`config.mk`:
```
export PLATFORM = sky130hd
export DESIGN_NAME = serRegIf
export DESIGN_NICKNAME = d
export VERILOG_FILES = /design/src/rtl/serRegIf_pkg.sv /design/src/rtl/serInSync.sv /design/src/rtl/serCtrl.sv /design/src/rtl/serDatapath.sv /design/src/rtl/serRegIf.sv
export SDC_FILE = /design/constraint.sdc
export NUM_CORES = 1
export LEC_CHECK = 0
export BUFFER_PORTS_ARGS = -buffer_cell sky130_fd_sc_hd__buf_2
export CORE_ASPECT_RATIO = 1.2
export CORE_MARGIN = 2
export CORE_UTILIZATION = 54
export DETAILED_ROUTE_END_ITERATION = 16
export PLACE_DENSITY_LB_ADDON = 0.08
export SKIP_CTS_REPAIR_TIMING = 1
export SLEW_MARGIN = 15
export SYNTH_ARGS = -nofsm -noshare
export SYNTH_HDL_FRONTEND = slang
export SYNTH_HIERARCHICAL = 1
export SYNTH_SLANG_ARGS = --single-unit
```
`constraint.sdc`:
```
create_clock -name clk -period 2.51 [get_ports clk]
set_clock_uncertainty 0.05 [all_clocks]
set_input_delay 0.3765 -clock clk [delete_from_list [all_inputs] [get_ports clk]]
set_output_delay 0.3765 -clock clk [all_outputs]
set_load 0.05 [all_outputs]
```
`src/rtl/serRegIf_pkg.sv`:
```
`timescale 1ns/1ps
package serRegIf_pkg;

  typedef enum logic [2:0] {
    PH_START,
    PH_WR_IDX,
    PH_WR_DATA,
    PH_READ,
    PH_IGNORE
  } phase_e;

  // strobes from control to datapath
  typedef struct packed {
    logic shiftIn;
    logic commitIdx;
    logic commitData;
    logic rdReq;
    logic shiftOut;
    logic driveOut;
  } ctrlStb_t;

  // {direction, register select} in the two low start-byte bits
  localparam logic [1:0] CODE_IDX  = 2'b00;
  localparam logic [1:0] CODE_DATA = 2'b01;
  localparam logic [1:0] CODE_READ = 2'b11;

endpackage

```
`src/rtl/serInSync.sv`:
```
`timescale 1ns/1ps
module serInSync #(
  parameter int SYNC_STAGES = 2
) (
  input  logic clk,
  input  logic rstN,
  input  logic csN,
  input  logic sclIn,
  input  logic sdiIn,
  output logic sclRise,
  output logic sclFall,
  output logic csActive,
  output logic sdiS
);

  localparam int NUM_IN = 3;
  // bit order {sdi, scl, cs}; chip select resets to inactive
  localparam logic [NUM_IN-1:0] RST_VAL = 3'b001;

  logic [NUM_IN-1:0] rawIn;
  logic [NUM_IN-1:0] syncOut;
  logic              sclPrev;

  assign rawIn = {sdiIn, sclIn, csN};

  for (genvar g = 0; g < NUM_IN; g++) begin : g_sync
    logic [SYNC_STAGES-1:0] chain;
    always_ff @(posedge clk) begin
      if (!rstN) chain <= {SYNC_STAGES{RST_VAL[g]}};
      else       chain <= {chain[SYNC_STAGES-2:0], rawIn[g]};
    end
    assign syncOut[g] = chain[SYNC_STAGES-1];
  end

  always_ff @(posedge clk) begin
    if (!rstN) sclPrev <= 1'b0;
    else       sclPrev <= syncOut[1];
  end

  assign sclRise  = syncOut[1] & ~sclPrev;
  assign sclFall  = ~syncOut[1] & sclPrev;
  assign csActive = ~syncOut[0];
  assign sdiS     = syncOut[2];

endmodule

```
`src/rtl/serCtrl.sv`:
```
`timescale 1ns/1ps
module serCtrl
  import serRegIf_pkg::*;
#(
  parameter int START_BITS = 8,
  parameter int WORD_BITS  = 16
) (
  input  logic       clk,
  input  logic       rstN,
  input  logic       sclRise,
  input  logic       sclFall,
  input  logic       csActive,
  input  logic [1:0] startCode,
  output ctrlStb_t   stb
);

  localparam int CNT_W = $clog2(WORD_BITS);
  localparam logic [CNT_W-1:0] START_LAST = CNT_W'(START_BITS - 1);
  localparam logic [CNT_W-1:0] WORD_LAST  = CNT_W'(WORD_BITS - 1);

  phase_e           phase, phaseNext;
  logic [CNT_W-1:0] bitCnt, cntNext;

  always_comb begin
    phaseNext    = phase;
    cntNext      = bitCnt;
    stb          = '0;
    stb.driveOut = (phase == PH_READ);
    if (!csActive) begin
      phaseNext = PH_START;
      cntNext   = '0;
    end else if (sclRise) begin
      unique case (phase)
        PH_START: begin
          stb.shiftIn = 1'b1;
          if (bitCnt == START_LAST) begin
            cntNext = '0;
            unique case (startCode)
              CODE_IDX:  phaseNext = PH_WR_IDX;
              CODE_DATA: phaseNext = PH_WR_DATA;
              CODE_READ: begin
                phaseNext = PH_READ;
                stb.rdReq = 1'b1;
              end
              default:   phaseNext = PH_IGNORE;
            endcase
          end else begin
            cntNext = bitCnt + 1'b1;
          end
        end
        PH_WR_IDX, PH_WR_DATA: begin
          stb.shiftIn = 1'b1;
          if (bitCnt == WORD_LAST) begin
            cntNext        = '0;
            stb.commitIdx  = (phase == PH_WR_IDX);
            stb.commitData = (phase == PH_WR_DATA);
          end else begin
            cntNext = bitCnt + 1'b1;
          end
        end
        PH_READ: begin
          if (bitCnt == WORD_LAST) begin
            cntNext   = '0;
            phaseNext = PH_IGNORE;
          end else begin
            cntNext = bitCnt + 1'b1;
          end
        end
        default: ;
      endcase
    end else if (sclFall && phase == PH_READ) begin
      stb.shiftOut = 1'b1;
    end
  end

  always_ff @(posedge clk) begin
    if (!rstN) begin
      phase  <= PH_START;
      bitCnt <= '0;
    end else begin
      phase  <= phaseNext;
      bitCnt <= cntNext;
    end
  end

endmodule

```
`src/rtl/serDatapath.sv`:
```
`timescale 1ns/1ps
module serDatapath
  import serRegIf_pkg::*;
#(
  parameter int WORD_BITS = 16
) (
  input  logic                 clk,
  input  logic                 rstN,
  input  ctrlStb_t             stb,
  input  logic                 sdiS,
  input  logic [WORD_BITS-1:0] rdData,
  output logic [1:0]           startCode,
  output logic                 idxWrStb,
  output logic [WORD_BITS-1:0] idxWord,
  output logic                 dataWrStb,
  output logic [WORD_BITS-1:0] dataWord,
  output logic                 rdReqStb,
  output logic                 sdoOut,
  output logic                 sdoEn
);

  logic [WORD_BITS-1:0] inShift, nextIn, outShift;
  logic                 sdoReg;

  assign nextIn    = {inShift[WORD_BITS-2:0], sdiS};
  assign startCode = nextIn[1:0];
  assign sdoOut    = sdoEn & sdoReg;

  always_ff @(posedge clk) begin
    if (!rstN) begin
      inShift   <= '0;
      idxWrStb  <= 1'b0;
      idxWord   <= '0;
      dataWrStb <= 1'b0;
      dataWord  <= '0;
      rdReqStb  <= 1'b0;
    end else begin
      if (stb.shiftIn) inShift <= nextIn;
      idxWrStb  <= stb.commitIdx;
      dataWrStb <= stb.commitData;
      rdReqStb  <= stb.rdReq;
      if (stb.commitIdx)  idxWord  <= nextIn;
      if (stb.commitData) dataWord <= nextIn;
    end
  end

  always_ff @(posedge clk) begin
    if (!rstN) begin
      outShift <= '0;
      sdoReg   <= 1'b0;
      sdoEn    <= 1'b0;
    end else begin
      sdoEn <= stb.driveOut;
      if (rdReqStb)          outShift <= rdData;
      else if (stb.shiftOut) outShift <= {outShift[WORD_BITS-2:0], 1'b0};
      if (!stb.driveOut)     sdoReg <= 1'b0;
      else if (stb.shiftOut) sdoReg <= outShift[WORD_BITS-1];
    end
  end

endmodule

```
`src/rtl/serRegIf.sv`:
```
`timescale 1ns/1ps
module serRegIf
  import serRegIf_pkg::*;
#(
  parameter int START_BITS  = 8,
  parameter int WORD_BITS   = 16,
  parameter int SYNC_STAGES = 2
) (
  input  logic                 clk,
  input  logic                 rstN,
  input  logic                 csN,
  input  logic                 sclIn,
  input  logic                 sdiIn,
  output logic                 sdoOut,
  output logic                 sdoEn,
  output logic                 idxWrStb,
  output logic [WORD_BITS-1:0] idxWord,
  output logic                 dataWrStb,
  output logic [WORD_BITS-1:0] dataWord,
  output logic                 rdReqStb,
  input  logic [WORD_BITS-1:0] rdData
);

  logic       sclRise, sclFall, csActive, sdiS;
  logic [1:0] startCode;
  ctrlStb_t   stb;

  serInSync #(.SYNC_STAGES(SYNC_STAGES)) sync_i (
    .clk(clk), .rstN(rstN), .csN(csN), .sclIn(sclIn), .sdiIn(sdiIn),
    .sclRise(sclRise), .sclFall(sclFall), .csActive(csActive), .sdiS(sdiS)
  );

  serCtrl #(.START_BITS(START_BITS), .WORD_BITS(WORD_BITS)) ctrl_i (
    .clk(clk), .rstN(rstN), .sclRise(sclRise), .sclFall(sclFall),
    .csActive(csActive), .startCode(startCode), .stb(stb)
  );

  serDatapath #(.WORD_BITS(WORD_BITS)) dp_i (
    .clk(clk), .rstN(rstN), .stb(stb), .sdiS(sdiS), .rdData(rdData),
    .startCode(startCode), .idxWrStb(idxWrStb), .idxWord(idxWord),
    .dataWrStb(dataWrStb), .dataWord(dataWord), .rdReqStb(rdReqStb),
    .sdoOut(sdoOut), .sdoEn(sdoEn)
  );

endmodule

```
* After elaboration in Yosys (flattened, before gate mapping) *
Cells that the tools add are included.

word-level totals
  input bits = 21
  register bits after elaboration = 82
  logic and storage cells = 67

cells by class
  multiplexer cells = 19
  eq/ne operators = 9
  add/subtract/negate cells = 1
  bitwise logic cells = 9
  reduce and logical (&&, ||, !) cells = 14

operator list
  cell                   number
  $mux W16               2
  $mux W4                3
  $pmux W3 S3            1
  $pmux W4 S2            1
  $eq A3 B2 Y1 const B   2
  $mux W1                6
  $mux W3                2
  $not A1 Y1             6
  $pmux W3 S2            1
  $reduce_bool A2 Y1     3
  $reduce_or A3 Y1       2
  $mux W5                1
  $reduce_or A5 Y1       1
  $add A4 B1 Y4 const B  1
  $eq A4 B3 Y1 const B   1
  $eq A4 B4 Y1 const B   1
  $mux W2                2
  $reduce_and A2 Y1      2
  $reduce_and A4 Y1      1
  $reduce_or A2 Y1       2
  $and A1 B1 Y1          3
  $eq A3 B1 Y1 const B   1
  $logic_not A3 Y1       1
  $eq A2 B1 Y1 const B   1
  other kinds (5)        5

* Longest topological paths before layout *
Gate-level depths: netlist of run 1.

  depth in word-level cells = 8
  depth in mapped cells = 8
  gate-level depth less buffers = 6

* Cells and area by module *
The synthesis of run 1 kept the hierarchy.

modules (own cells, without submodules)
  module       cells an instance  times used  area each (µm²)
  serDatapath  237                1           2,726.4
  serCtrl      63                 1           519.2
  serInSync    17                 1           200.2

* Worst setup path before layout of run 1 *
Ideal clock, no wire load.

  kind = register -> register
  start point = reg sync_i.g_sync[1].chain[1]
  end point = reg dp_i.dataWord[10]
  stages on the path, launching flop included = 9
  required time = 2,343 ps
  library setup time = 117 ps
  data arrival time = 1,949 ps
  slack = 393 ps
  cells stage by stage = dfxtp_1 > nor2b_1 > nand2b_2 > or3_1 > nor3b_1 > buf_2 > buf_4 > mux2i_1 > nor2b_1

RTL lines
  what                    line               source
  start, declared         serInSync.sv:27    logic [SYNC_STAGES-1:0] chain;
  start signal, assigned  serInSync.sv:29    if (!rstN) chain <= {SYNC_STAGES{RST_VAL[g]}};
  start signal, assigned  serInSync.sv:30    else chain <= {chain[SYNC_STAGES-2:0], rawIn[g]};
  end signal, assigned    serDatapath.sv:43  if (stb.commitData) dataWord <= nextIn;
  end, declared           serDatapath.sv:16  output logic [WORD_BITS-1:0] dataWord,

==> results of run 1 <==
-- per-layer routing --
| metal | vias up | GRT usage | share of wire |
|---|---|---|---|
| li1 | 1177 | - | - |
| met1 | 1063 | 0.219 | 0.46 |
| met2 | 40 | 0.289 | 0.49 |
| met3 | 9 | 0.0348 | 0.034 |
| met4 | 0 | 0.0864 | 0.015 |
| met5 | - | 0 | 0 |
-- area by class of cell --
cell class,instances,share of cell area
clock buffers,11,0.0358
clock inverters,5,0.00761
inverters,4,0.00380
multi-input cells,208,0.422
flip-flops and latches,82,0.416
well taps,82,0.0260
repair buffers,64,0.0888
-- power groups by stage --
stage               clock (mW)  combinational (mW)  sequential, mW
floorplan                    0              0.0372            1.34
global placement             0              0.0588            1.34
detailed placement           0              0.0590            1.34
CTS                      0.856              0.0594            1.31
global route             0.909              0.0649            1.31
finish                   0.832              0.0589            1.31
-- worst paths after layout --
| path | startpoint | end | cells past startpoint |
|---|---|---|---|
| max | sync_i/g_sync[1].chain[1] | dp_i/dataWord[7] | 7 |
| min | csN | sync_i/g_sync[0].chain[0] | 2 |
| max reg2reg | sync_i/g_sync[1].chain[1] | dp_i/dataWord[7] | 7 |
| min reg2reg | sync_i/g_sync[0].chain[0] | sync_i/g_sync[0].chain[1] | 1 |
-- sequential cells by signal, summed over array words and instances (netlist names), 3 cells and up --
signal               count
dp_i/outShift           16
ctrl_i/bitCnt            4
sync_i/g_sync.chain      6
ctrl_i/phase             3
dp_i/idxWord            16
dp_i/dataWord           16
dp_i/inShift            15
-- through the flow --
step / total power [mW] / setup slack [ns] / hold slack [ns] / utilization
after floorplan: 1.37 / 0.393 / 0.336 / -
after global placement: 1.40 / 0.367 / 0.338 / 0.620
after detailed placement: 1.40 / 0.276 / 0.356 / 0.620
after CTS: 2.22 / 0.258 / 0.161 / 0.648
after global routing: 2.28 / 0.101 / 0.161 / 0.648
final: 2.20 / 0.263 / 0.167 / 0.648
-- cells by family after synthesis --
kind of cell | count (synthesis)
flops | 82
mux | 65
fa+ha+maj | 4
compound gates | 29
simple gates | 109
xor+xnor | 1
buf+inv | 27
-- layout by cell type, fill, tap and decap left out, types with 2 or more instances in the layout --
cell / count
a21oi_1: 2
and2_1: 11
buf_2: 57
buf_4: 6
clkbuf_8: 10
clkinv_2: 3
clkinvlp_4: 2
dfxtp_1: 82
ha_1: 4
inv_1: 4
mux2_2: 15
mux2i_1: 50
nand2_1: 11
nand2b_1: 17
nand3_1: 4
nand3b_1: 2
nor2_1: 2
nor2b_1: 51
nor3b_2: 2
o211a_1: 15
o21ai_0: 2
o21ai_1: 2
or3_1: 2
-- critical path, cell delays in order (launching register included) --
cell      delay, ns
dfxtp_1        0.34
nor2b_1        0.36
nand2b_2       0.18
or3_1          0.43
nor3b_2        0.29
buf_12         0.22
mux2i_1        0.21
nor2b_1        0.06
==> impl_metrics.ini, run 1 <==
[outcome]
status = finished, final reports clean

[logic_synthesis]
synth_xor_xnor_area_share = 0.00254
synth_top_family_by_area = multiplexers
synth_top_cell_by_area = dfxtp_1
netlist_top_cells_count = 82 x dfxtp_1, 51 x nor2b_1, 50 x mux2i_1
synth_top_area_frac = 0.476
seq_area_frac_synth = 0.476
yosys-top-cells-area = dfxtp_1 48%, mux2i_1 15%, nor2b_1 9.3%, mux2_2 4.9%, o211a_1 4.4%
synth_area_um2 = 3450
syn_avg_cell_area_um2 = 10.9
synth-simple-area-share = 0.192
yosys_warnings = 6
synth_edf_count = 0
synth_mux_area_frac = 0.194
ys_ff_latch = 82
syn_nets = 342
synth_fa_ha_area_frac = 0.0145
yosysUniqueCellTypes = 38
syn_inst = 317
async_flop_share = 0
synth_most_common_cell = dfxtp_1
ys.flop_type = dfxtp_1
synth_compound_area_frac = 0.0744

[timing]
max_slew_margin = 0.701
layout_min_cycle_time_ns = 2.25
clock.fmax_mhz = 445
tightestPinTransition_ns = 0.449
finalSetupViolCount = 0
hold_viol_final = 0
rsz0062_at_grt = no
finalCritPeriodShare = 0.895
final_max_slew_viol_count = 0
fin_setup_tns_ns = 0

[pwr]
pwr-share-comb = 0.027
internal_power_mw = 1.72
peakVddDrop_mv = 0.429
p_leak_nw = 1.65
p_clk_frac = 0.378
p_sw_frac = 0.218
power_density_nw_per_um2 = 557
power_switching_mw = 0.480
seqPwrFrac = 0.595

[cells_and_area]
drive_gt1_frac = 0.275
regArea_um2 = 1640
fin_area_um2 = 3950
multi_input_area_um2 = 1670
area_delta_synth_final_pct = 14.5
nets = 394
diodes = 0
fillers = 522
fin_cells = 456

[placement]
place_congestion = 0.784
placedCellCount = 440
io_buffers = 57
dpl_cell_area_um2 = 3770
dpl.hpwl_um = 3960

[detailed_routing]
drt_iter0_drc = 72
avgViaCountPerCell = 5.02
ant_nets = 0
first_pass_iters = 4
routedWlPerCell_um = 12.9
drc_errors = 0
vias = 2289
routed_wl_um = 5880

[setup_path]
worst-endpoint-arrival_ns = 2.43
crit_path_end_kind = register
critPathRequiredTime_ns = 2.69
start_kind = register
critPathMaxFanout = 17
crit_type = register to register
r2r_setup_slack_ns = 0.26

[floorplanning]
dieArea_um2 = 7040
fp-row-count = 31
coreArea_um2 = 6090
die-height_um = 91.5
die_w_um = 76.9
start_util = 0.566
io_pins = 58

[cts]
cts_tree = done
clock-sinks = 82
cts_made_buffers = 9
clockBufferDepth = 2
root_buffer = clkbuf_8
htreeDepth = 3
clk_pin_slew_ns = 0.07
clk_latency_ns = 0.34

[worst_hold_path]
hold_path.class = input pin to register

[global_route]
grt_max_degree = 33
grt_pass1_wl_um = 9910
grtUsageTotal = 0.176
antenna_found_initial = 0
first_global_vias = 2161
gr-total-overflow = 0

[flow_run]
drv_cap = 0
Note: power is estimated with default switching activity, not from simulation.
==> run 2: changes to the inputs <==
- CORE_MARGIN: 2 -> 3
==> run 2 against run 1 <==
  * Setup slack improved by 0.011 ns
  * Critical path depth unchanged
  * Cell count decreased by 0.22%
  * Fmax increased by 0.48%
  * Wire length increased by 3.5%
  * Die area increased by 4.8%
  * Critical path type unchanged
  * Critical endpoint is now dp_i/dataWord[4]
  * Largest power group unchanged
  * Highest routed layer unchanged
==> impl_metrics.ini, run 2 (synthesis gave the netlist of run 1 again) <==
[timing]
layout_min_cycle_time_ns = 2.24
tightestPinTransition_ns = 0.507
max_slew_margin = 0.662
fin_setup_tns_ns = 0
rsz0062_at_grt = no
clock.fmax_mhz = 447
finalSetupViolCount = 0
fin_hold_ws_ns = 0.161
finalCritPeriodShare = 0.891
hold_viol_final = 0
final_max_slew_viol_count = 0
setup_ws_ns = 0.274

[detailed_routing]
drt-met1-wl_um = 2810
wl_met3_um = 249
drc_errors = 0
first_pass_iters = 4
routed_wl_um = 6090
routedWlPerCell_um = 13.4
top_layer = met4
ant_nets = 0
vias = 2273
wl_met2_um = 2910
drt_iter0_drc = 66
avgViaCountPerCell = 5.00

[cts]
clk_latency_ns = 0.35
htreeDepth = 3
clock-sinks = 82
root_buffer = clkbuf_8
cts_made_buffers = 9
cts_tree = done
clockBufferDepth = 2
clk_pin_slew_ns = 0.07

[pwr]
p_leak_nw = 1.68
p_clk_frac = 0.445
power_switching_mw = 0.469
power_density_nw_per_um2 = 614
seqPwrFrac = 0.531
peakVddDrop_mv = 0.394
p_sw_frac = 0.191
pwr-share-comb = 0.024
internal_power_mw = 1.99

[global_route]
grtUsageTotal = 0.182
antenna_found_initial = 0
grt_pass1_wl_um = 10600
first_global_vias = 2334
gr-total-overflow = 0
grt_max_degree = 64

[outcome]
status = finished, final reports clean

[floorplanning]
dieArea_um2 = 7380
fp-row-count = 31
die-height_um = 93.5
io_pins = 58
die_w_um = 78.9
start_util = 0.562
coreArea_um2 = 6130

[placement]
place_ws_ns = 0.303
place_congestion = 0.779
io_buffers = 57
dpl.hpwl_um = 4080

[setup_path]
crit_path_end_kind = register
crit_type = register to register
critPathRequiredTime_ns = 2.69
worst-endpoint-arrival_ns = 2.42
r2r-start = sync_i/g_sync[1].chain[1]
start_kind = register
critPathMaxFanout = 17
startpoint = sync_i/g_sync[1].chain[1]

[cells_and_area]
diodes = 0
final_cell_mix = 82 x dfxtp_1, 57 x buf_2, 51 x nor2b_1
drive_gt1_frac = 0.273
nets = 394
area_delta_synth_final_pct = 16.3
final_common_cell = dfxtp_1
top_regs = dp_i/dataWord x16, dp_i/idxWord x16, dp_i/outShift x16

[worst_hold_path]
hp-start = csN
hold_path.class = input pin to register

[flow_run]
drv_cap = 0
run 2: stage by stage:
step,util,power (mW),instances,area [µm²]
after floorplan,-,1.37,317,3450
after global placement,0.616,1.40,440,3770
after detailed placement,0.616,1.40,440,3770
after CTS,0.654,2.49,455,4010
after global routing,0.654,2.55,455,4010
final,0.654,2.46,455,4010
run 2: final timing paths:
check	slack (ns)	cells past startpoint	to
max reg2reg	0.27	7	dp_i/dataWord[4]
min	0.16	2	sync_i/g_sync[0].chain[0]
min reg2reg	0.36	1	sync_i/g_sync[0].chain[1]
max	0.27	7	dp_i/dataWord[4]
run 2: per-layer routing:
metal  vias to the layer above  GRT usage
li1                       1182          -
met1                      1043      0.214
met2                        38      0.307
met3                        10     0.0549
met4                         0     0.0774
met5                         -          0
run 2: worst max-delay path, stage by stage, from the launching register on:
cell      delay, ns
dfxtp_1        0.35
nor2b_1        0.35
nand2b_2       0.18
or3_1          0.42
nor3b_2        0.29
buf_12         0.21
mux2i_1        0.21
nor2b_1        0.07
run 2: cell type report:
class                   instances  area (µm²)
multi-input cells             208        1670
clock buffers                  10         128
repair buffers                 64         350
well taps                      82         103
clock inverters                 5         104
fillers                       533        2120
inverters                       4        15.0
flip-flops and latches         82        1640
run 2: power by group through the flow:
stage	clock network, mW	logic, mW	registers, mW
after floorplan	0	0.0372	1.34
after global placement	0	0.0584	1.34
after detailed placement	0	0.0582	1.34
after CTS	1.13	0.0587	1.31
after global routing	1.18	0.0643	1.31
final	1.10	0.0580	1.31
